===== src/rtl/clkdiv_pkg.sv =====
`timescale 1ns/1ps
package clkdiv_pkg;

    localparam int RATIO_W = 3;
    localparam int CNT_W   = 4;

    typedef enum logic [RATIO_W-1:0] {
        RT_D1   = 3'b000,
        RT_D2   = 3'b001,
        RT_D3   = 3'b010,
        RT_D4   = 3'b011,
        RT_D6   = 3'b100,
        RT_D8   = 3'b101,
        RT_D16  = 3'b110,
        RT_SPARE = 3'b111
    } ratio_e;

    // Decoded divider settings held per pair.
    typedef struct packed {
        logic [CNT_W-1:0] last;    // terminal count, N-1
        logic [CNT_W-1:0] half;    // count values below this give a high output
        logic             bypass;  // N == 1, the clock itself is passed through
        logic             odd;     // N == 3, half-cycle stretch is needed
    } div_cfg_t;

    // Signals from a pair's divider to its two output stages.
    typedef struct packed {
        logic hi;      // the coming period slot is a high slot
        logic wrap;    // the counter is at its terminal count
        logic bypass;
        logic odd;
    } pair_tap_t;

    function automatic int ratio_value(logic [RATIO_W-1:0] code);
        case (ratio_e'(code))
            RT_D2:   return 2;
            RT_D3:   return 3;
            RT_D4:   return 4;
            RT_D6:   return 6;
            RT_D8:   return 8;
            RT_D16:  return 16;
            default: return 1;
        endcase
    endfunction

    function automatic div_cfg_t decode_ratio(logic [RATIO_W-1:0] code);
        div_cfg_t cfg;
        int n;
        n          = ratio_value(code);
        cfg.last   = CNT_W'(n - 1);
        cfg.half   = CNT_W'(n / 2);
        cfg.bypass = (n == 1);
        cfg.odd    = (n == 3);
        return cfg;
    endfunction

endpackage


===== src/rtl/clkdiv_pair_core.sv =====
`timescale 1ns/1ps
module clkdiv_pair_core
    import clkdiv_pkg::*;
(
    input  logic               clk,
    input  logic               rst,
    input  logic               hold,
    input  logic [RATIO_W-1:0] ratio_code,
    output pair_tap_t          tap
);

    div_cfg_t         cfg_q;
    logic [CNT_W-1:0] cnt_q;

    // Ratio is only captured while the pair is parked.
    always_ff @(posedge clk) begin
        if (hold) begin
            cfg_q <= decode_ratio(ratio_code);
            cnt_q <= '0;
        end else if (cnt_q == cfg_q.last) begin
            cnt_q <= '0;
        end else begin
            cnt_q <= cnt_q + 1'b1;
        end
    end

    always_comb begin
        tap.hi     = (cnt_q < cfg_q.half);
        tap.wrap   = (cnt_q == cfg_q.last);
        tap.bypass = cfg_q.bypass;
        tap.odd    = cfg_q.odd;
    end

    p_cnt_bound_r1: assert property (@(posedge clk) disable iff (rst)
        !hold |-> (cnt_q <= cfg_q.last))
        else $error("divider count beyond terminal value");

    p_cfg_frozen_r7: assert property (@(posedge clk) disable iff (rst)
        !hold |=> $stable(cfg_q))
        else $error("ratio changed outside a hold");

    p_hold_clears_r6: assert property (@(posedge clk) disable iff (rst)
        hold |=> (cnt_q == '0))
        else $error("divider not parked by hold");

endmodule


===== src/rtl/clkdiv_out_stage.sv =====
`timescale 1ns/1ps
module clkdiv_out_stage
    import clkdiv_pkg::*;
(
    input  logic      clk,
    input  logic      rst,
    input  logic      hold,
    input  logic      en,
    input  logic      inv,
    input  pair_tap_t tap,
    output logic      y
);

    logic en_eff;   // enable frozen for the running period
    logic rise_q;   // rising-edge output register
    logic fall_q;   // falling-edge copy for the /3 stretch
    logic gate_q;   // falling-edge gate for the /1 pass-through
    logic raw;

    always_ff @(posedge clk) begin
        if (hold) begin
            rise_q <= 1'b0;
            en_eff <= en;
        end else begin
            rise_q <= en_eff & tap.hi;
            if (tap.wrap) en_eff <= en;
        end
    end

    always_ff @(negedge clk) begin
        if (hold) begin
            fall_q <= 1'b0;
            gate_q <= 1'b0;
        end else begin
            fall_q <= rise_q;
            gate_q <= en;
        end
    end

    always_comb begin
        if (tap.bypass)   raw = clk & gate_q;
        else if (tap.odd) raw = rise_q | fall_q;
        else              raw = rise_q;
        y = raw ^ inv;
    end

    p_disabled_quiet_r4: assert property (@(posedge clk) disable iff (rst)
        (!en_eff && !hold) |=> !rise_q)
        else $error("disabled output produced a pulse");

    p_enable_period_r5: assert property (@(posedge clk) disable iff (rst)
        (!hold && !tap.wrap) |=> $stable(en_eff))
        else $error("enable changed inside a period");

    p_hold_idle_r6: assert property (@(posedge clk) disable iff (rst)
        hold |=> !rise_q)
        else $error("output active during hold");

endmodule


===== src/rtl/clkdiv_bank.sv =====
`timescale 1ns/1ps
module clkdiv_bank
    import clkdiv_pkg::*;
#(
    parameter int NUM_PAIRS = 5
) (
    input  logic                         clk,
    input  logic                         rst,
    input  logic                         sync_req,
    input  logic [RATIO_W*NUM_PAIRS-1:0] ratio_sel,
    input  logic [2*NUM_PAIRS-1:0]       out_en,
    input  logic [2*NUM_PAIRS-1:0]       out_inv,
    output logic [NUM_PAIRS-1:0]         out_a,
    output logic [NUM_PAIRS-1:0]         out_b
);

    localparam int NUM_OUTS = 2 * NUM_PAIRS;

    logic                  hold;
    logic [NUM_OUTS-1:0]   y_all;

    assign hold = rst | sync_req;

    for (genvar p = 0; p < NUM_PAIRS; p++) begin : g_pair
        pair_tap_t tap;

        clkdiv_pair_core u_core (
            .clk        (clk),
            .rst        (rst),
            .hold       (hold),
            .ratio_code (ratio_sel[RATIO_W*p +: RATIO_W]),
            .tap        (tap)
        );

        for (genvar s = 0; s < 2; s++) begin : g_side
            clkdiv_out_stage u_stage (
                .clk  (clk),
                .rst  (rst),
                .hold (hold),
                .en   (out_en[2*p+s]),
                .inv  (out_inv[2*p+s]),
                .tap  (tap),
                .y    (y_all[2*p+s])
            );
        end

        assign out_a[p] = y_all[2*p];
        assign out_b[p] = y_all[2*p+1];
    end

    p_idle_level_r8: assert property (@(posedge clk)
        $past(rst) && rst && !out_en[0] |-> (out_a[0] == out_inv[0]))
        else $error("output not idle during reset");

endmodule


===== config.mk =====
export PLATFORM = sky130hd
export DESIGN_NAME = clkdiv_bank
export DESIGN_NICKNAME = d
export VERILOG_FILES = /design/src/rtl/clkdiv_pkg.sv /design/src/rtl/clkdiv_pair_core.sv /design/src/rtl/clkdiv_out_stage.sv /design/src/rtl/clkdiv_bank.sv
export SDC_FILE = /design/constraint.sdc
export NUM_CORES = 1
export LEC_CHECK = 0
export BUFFER_PORTS_ARGS = -buffer_cell sky130_fd_sc_hd__buf_4
export CAP_MARGIN = 0
export CORE_AREA = 2 2 83 105
export DETAILED_ROUTE_END_ITERATION = 10
export DIE_AREA = 0 0 85 107
export GPL_ROUTABILITY_DRIVEN = 1
export MAX_ROUTING_LAYER = met4
export PLACE_DENSITY = 0.94
export SYNTH_ARGS = -nofsm -noshare
export SYNTH_HDL_FRONTEND = slang
export SYNTH_SLANG_ARGS = --single-unit

===== constraint.sdc =====
create_clock -name clk -period 5.37 [get_ports clk]
set_input_delay 0.8055 -clock clk [delete_from_list [all_inputs] [get_ports clk]]
set_output_delay 0.8055 -clock clk [all_outputs]
set_load 0.005 [all_outputs]

==> flow_summary.ini, run 1 <==
[pwr]
clockPowerShare = 0.366
power_switching_uw = 497
combPwrFrac = 0.098
power.density_mw_per_mm2 = 321
vdd_drop_max_uv = 325
power_uw = 1850
p_int_uw = 1350
p_sw_frac = 0.268
p_leak_uw = 0.00256
seqPwrFrac = 0.536

[grt]
grt_pass1_vias = 3547
grt_usage = 0.222
antenna_found_initial = 0
overflow = 0
grt_pass1_wl_mm = 15.2
grt_max_degree = 37

[drt]
top_layer = met4
drt_iter0_markers = 174
via_count = 3216
drt_pass1_iterations = 4
via_per_inst = 5.38
dr_wl_met3_um = 400
wl_met1_mm = 3.44
final_antenna_net_count = 0
route.detailed.wl_per_inst_um = 14.8
routed_wl_mm = 8.83
dr_wl_met2_mm = 4.66
drc_errors = 0

[finish]
diodes = 0
layout-drive-gt1-share = 0.160
stdcell_area_mm2 = 0.00576
nets = 565
fillers = 514
syn2layout_area_growth_pct = 12.8

[synthesis]
synth_area_leader_cell = edfxtp_1
yosysUniqueCellTypes = 36
synthCells = 437
syn-num-nets = 507
synth_most_common_cell = edfxtp_1
async_flop_share = 0
synth_top_area_share = 0.352
syn_area_per_cell_um2 = 11.7
synthMuxAreaShare = 0.00538
ys_ff_latch = 110
synthTopCellsByArea = edfxtp_1 35%, dfxtp_1 20%, ha_1 7.8%
synth_edf_count = 60
synth_top_family_by_area = simple AND/OR/NAND/NOR gates
synth_xor_area_frac = 0.0857
synth-compound-area-share = 0.0893
ys.flop_type = edfxtp_1
synthAdderAreaFrac = 0.0783
yosysSeqAreaShare = 0.548
synth-simple-area-share = 0.143
yosys_warnings = 0
synth_common_cells = 60 x edfxtp_1, 50 x dfxtp_1, 42 x xor2_1, 34 x nor2_1, 32 x ha_1
syn_area_mm2 = 0.00511

[sta]
worst_pin_slew_ns = 0.832
slew_headroom = 0.442
tns_ns = 0
hold_viol_final = 0
rsz0062_at_grt = no
drv_slew = 0
hold_slack_ns = 0.495
fin_ws_ns = 0.402
finalSetupViolCount = 0
skew_ns = 0.0677

[clocking]
clkLatencyLatePin_ns = 0.53
post_cts.repair.setup_buffers = 0
cts_resized = 0
clkTransAtPathRegs_ns = 0.09
cts_tree = done
postCtsHoldBufs = 0

[hold_path]
min_path_type = reg2reg

[place]
place.detailed.hpwl_mm = 6.21
portBuffers = 47
gp_congestion = 0.834
postPlaceCellArea_mm2 = 0.00544
pre_cts_slack_ns = 1.03

[worst_setup_path]
cpPeakStageDelay_ns = 0.31
cp_cell_sequence = a21oi_1 > o21ai_0 > xor2_1 > buf_4
critPathMaxFanout = 1
cp_slowest_cell = dfxtp_1
cp_top_family = compound AO/OA/AOI/OAI gates
crit_required_ns = 4.56
path_class = reg2out
crit_path_start_kind = flip-flop
critPathCaptureType = primary output
critPathArrivalTime_ns = 4.16
critPathBufInv = 1

[outcome]
status = finished, final reports clean

[die]
core_area_mm2 = 0.00810
num_io_pins = 48
row_count = 37
die_y_um = 107
die_area_mm2 = 0.00910
chipWidth_um = 85
initial_utilization = 0.631

[job]
cap_viol_max_count = 0
area by class of cell:
type / count / area (um2) / share of cell area
Sequential cell: 110 / 2800 / 0.486
Multi-Input combinational cell: 275 / 2050 / 0.356
Clock buffer: 27 / 299 / 0.0519
Timing Repair Buffer: 38 / 285 / 0.0495
Tap cell: 97 / 121 / 0.0211
Clock inverter: 24 / 101 / 0.0176
Inverter: 27 / 101 / 0.0176
layer usage:
| metal | vias to the layer above | global-route usage |
|---|---|---|
| met5 | - | - |
| met2 | 87 | 0.368 |
| met1 | 1501 | 0.215 |
| met3 | 28 | 0.0716 |
| met4 | 0 | 0.159 |
| li1 | 1600 | - |
worst paths after layout:
| path | from | end | slack, ns | cells past startpoint |
|---|---|---|---|---|
| worst max-delay path | g_pair[3].g_side[0].u_stage.fall_q$_SDFF_NP0_ | out_a[3] | 0.40 | 4 |
| worst min-delay path | g_pair[2].u_core.cnt_q[0]$_SDFF_PP0_ | g_pair[2].u_core.cnt_q[0]$_SDFF_PP0_ | 0.49 | 1 |
| worst max register to register | g_pair[4].g_side[1].u_stage.rise_q$_SDFF_PP0_ | g_pair[4].g_side[1].u_stage.fall_q$_SDFF_NP0_ | 2.15 | 1 |
| worst min register to register | g_pair[2].u_core.cnt_q[0]$_SDFF_PP0_ | g_pair[2].u_core.cnt_q[0]$_SDFF_PP0_ | 0.49 | 1 |
cell usage in the layout (no fill, tap or decap):
cell / Yosys / routed
a31oi_1: 8 / 8
o41ai_4: 5 / 5
xor2_1: 42 / 42
o22ai_1: 2 / 2
and3b_2: 3 / 3
a21oi_1: 18 / 18
nor3b_1: 1 / 1
o21a_1: 5 / 5
a21boi_0: 1 / 1
edfxtp_1: 60 / 60
or3b_1: 1 / 1
clkbuf_8: 0 / 16
nand2_1: 14 / 14
ha_1: 32 / 32
nor2_1: 34 / 34
o21ai_0: 15 / 15
or2b_1: 4 / 4
and3_1: 2 / 2
clkinv_1: 0 / 2
clkbuf_1: 4 / 1
and2_1: 27 / 27
clkinv_4: 0 / 1
clkinvlp_2: 0 / 1
dfxtp_1: 50 / 50
or2_2: 1 / 1
nand3_1: 22 / 22
nand2b_1: 8 / 8
and3b_1: 4 / 4
inv_1: 28 / 46
a21o_1: 5 / 5
mux2i_2: 2 / 2
o21ai_2: 1 / 1
inv_6: 0 / 1
nand4b_1: 6 / 6
nor2_8: 1 / 1
buf_4: 12 / 48
xnor2_1: 8 / 8
or2_1: 3 / 3
registers in the layout, indices dropped and copies added, names as in the netlist:
register	count
g_pair.u_core.cfg_q	40
g_pair.u_core.cnt_q	20
g_pair.g_side.u_stage.en_eff	10
g_pair.g_side.u_stage.fall_q	10
g_pair.g_side.u_stage.gate_q	10
g_pair.g_side.u_stage.rise_q	10
g_pair.u_core.tap	10
power groups by stage:
stage	Sequential, uW	Combinational [uW]	Clock (uW)
after floorplan	998	129	74.8
after global placement	1000	168	55.2
after detailed placement	1010	179	55.2
after CTS	991	183	690
after global routing	998	205	741
final	991	182	676
cells by family after synthesis:
family          after synthesis
buf+inv                      52
fa+ha+maj                    32
compound gates               60
simple gates                131
xor+xnor                     50
flops                       110
mux                           2
through the flow:
stage,std cells,utilization
floorplan,437,-
global placement,558,0.672
detailed placement,558,0.672
CTS,598,0.712
global route,598,0.712
finish,598,0.712
No activity file was read; power rests on OpenSTA's default activity.
==> run 2, diff against run 1 <==
CELL_PAD_IN_SITES_DETAIL_PLACEMENT = 0   (was unset)
CELL_PAD_IN_SITES_GLOBAL_PLACEMENT = 1   (was unset)
CORE_AREA = 2 2 93 117   (was 2 2 83 105)
DIE_AREA = 0 0 95 119   (was 0 0 85 107)
PLACE_DENSITY = 0.93   (was 0.94)
==> flow_summary.ini, run 2 (same netlist as run 1, synthesis figures left out) <==
[clocking]
post_cts.repair.setup_buffers = 0
cts_tree = done
postCtsHoldBufs = 0
clkLatencyLatePin_ns = 0.53
clkTransAtPathRegs_ns = 0.07
cts_resized = 0

[finish]
nets = 565
syn2layout_area_growth_pct = 17.1
regMostFlops = g_pair.u_core.cfg_q
final_common_cell = edfxtp_1
diodes = 0
fin_util = 0.578
fillers = 814
largest_reg_flops = 40
reg_top3 = g_pair.u_core.cfg_q x40, g_pair.u_core.cnt_q x20
layout-drive-gt1-share = 0.162
final_cell_mix = 60 x edfxtp_1, 50 x dfxtp_1, 48 x buf_4
final_cells = 633

[grt]
grt_pass1_wl_mm = 14.3
overflow = 0
grt_max_degree = 37
grt_usage = 0.170
antenna_found_initial = 0
grt_pass1_vias = 3296

[sta]
fin_ws_ns = 0.391
drv_slew = 0
skew_ns = 0.0769
hold_viol_final = 0
rsz0062_at_grt = no
finalSetupViolCount = 0
worst_pin_slew_ns = 0.594
tns_ns = 0
slew_headroom = 0.602

[drt]
drc_errors = 0
drt_iter0_markers = 87
route.detailed.wl_per_inst_um = 13.3
final_antenna_net_count = 0
drt_pass1_iterations = 4
via_count = 3173
via_per_inst = 5.01
routed_wl_mm = 8.45

[worst_setup_path]
r2r-start = g_pair[0].g_side[1].u_stage.rise_q$_SDFF_PP0_
reg2reg_depth = 1
critical_path.endpoint = out_a[2]
critPathCaptureType = primary output
reg2reg_slack_ns = 2.19
critPathLaunch = g_pair[2].g_side[0].u_stage.fall_q$_SDFF_NP0_
path_class = reg2out
critPathMaxFanout = 1
crit_path_start_kind = flip-flop
critPathArrivalTime_ns = 4.17
reg2reg_to = g_pair[0].g_side[1].u_stage.fall_q$_SDFF_NP0_
crit_required_ns = 4.56

[die]
die_area_mm2 = 0.0113
die_y_um = 119
num_io_pins = 48
core_area_mm2 = 0.0104
row_count = 42
chipWidth_um = 95
initial_utilization = 0.494

[place]
place.detailed.hpwl_mm = 6.01
dp.cells = 593
gp_congestion = 0.816
portBuffers = 47
pre_cts_slack_ns = 1.00

[job]
cap_viol_max_count = 0

[outcome]
status = finished, final reports clean

[pwr]
p_leak_uw = 0.00264
vdd_drop_max_uv = 201
power_uw = 2150
power.density_mw_per_mm2 = 359

[hold_path]
min_path_type = reg2reg
run 2: cell count changes in the layout (fill, tap and decap cells not counted), sizes merged:
cell / change
bufinv: +2
clkbuf: -2
run 2: where the power goes:
group | switching [uW] | internal [uW] | total, uW
logic | 103 | 78.4 | 181
registers | 29.9 | 959 | 989
clock network | 386 | 593 | 979
total | 518 | 1630 | 2150
run 2: critical path, stage by stage (launching register included):
cell	delay [ns]
dfxtp_1	0.30
a21oi_1	0.05
o21ai_0	0.20
xor2_1	0.25
buf_4	0.16
run 2: area by class of cell:
class	count	area, um2	share of cell area
sequential	110	2800	0.468
inverter	27	101	0.0169
multi-input combinational	275	2050	0.343
clock inverter	26	160	0.0268
timing repair buffer	38	285	0.0477
clock buffer	25	418	0.0698
tap	132	165	0.0276
run 2: worst min-delay path by stage:
| stage | endpoint | start | cells after the start |
|---|---|---|---|
| 6_report | g_pair[3].u_core.cnt_q[0]$_SDFF_PP0_ | g_pair[3].u_core.cnt_q[0]$_SDFF_PP0_ | 1 |
| 4_1_cts | g_pair[4].u_core.cnt_q[0]$_SDFF_PP0_ | g_pair[4].u_core.cnt_q[0]$_SDFF_PP0_ | 1 |
| 5_1_grt | g_pair[3].g_side[1].u_stage.en_eff$_DFFE_PP_ | out_en[7] | 1 |
| 3_5_place_dp | g_pair[4].u_core.cnt_q[0]$_SDFF_PP0_ | g_pair[4].u_core.cnt_q[0]$_SDFF_PP0_ | 1 |
| 3_3_place_gp | g_pair[4].u_core.cnt_q[0]$_SDFF_PP0_ | g_pair[4].u_core.cnt_q[0]$_SDFF_PP0_ | 1 |
| 2_1_floorplan | g_pair[1].u_core.cnt_q[0]$_SDFF_PP0_ | g_pair[1].u_core.cnt_q[0]$_SDFF_PP0_ | 1 |
run 2: metal layers:
layer / track usage / part of all wire / vias up
li1: - / - / 1602
met5: - / 0 / -
met2: 0.262 / 0.51 / 83
met3: 0.0525 / 0.051 / 32
met4: 0.130 / 0.041 / 0
met1: 0.179 / 0.40 / 1456
run 2: per-stage QoR:
step | cell area (um2) | hold slack, ns
after floorplan | 5110 | 0.447
after global placement | 5490 | 0.468
after detailed placement | 5490 | 0.481
after CTS | 5990 | 0.503
after global routing | 5990 | 0.516
final | 5990 | 0.498
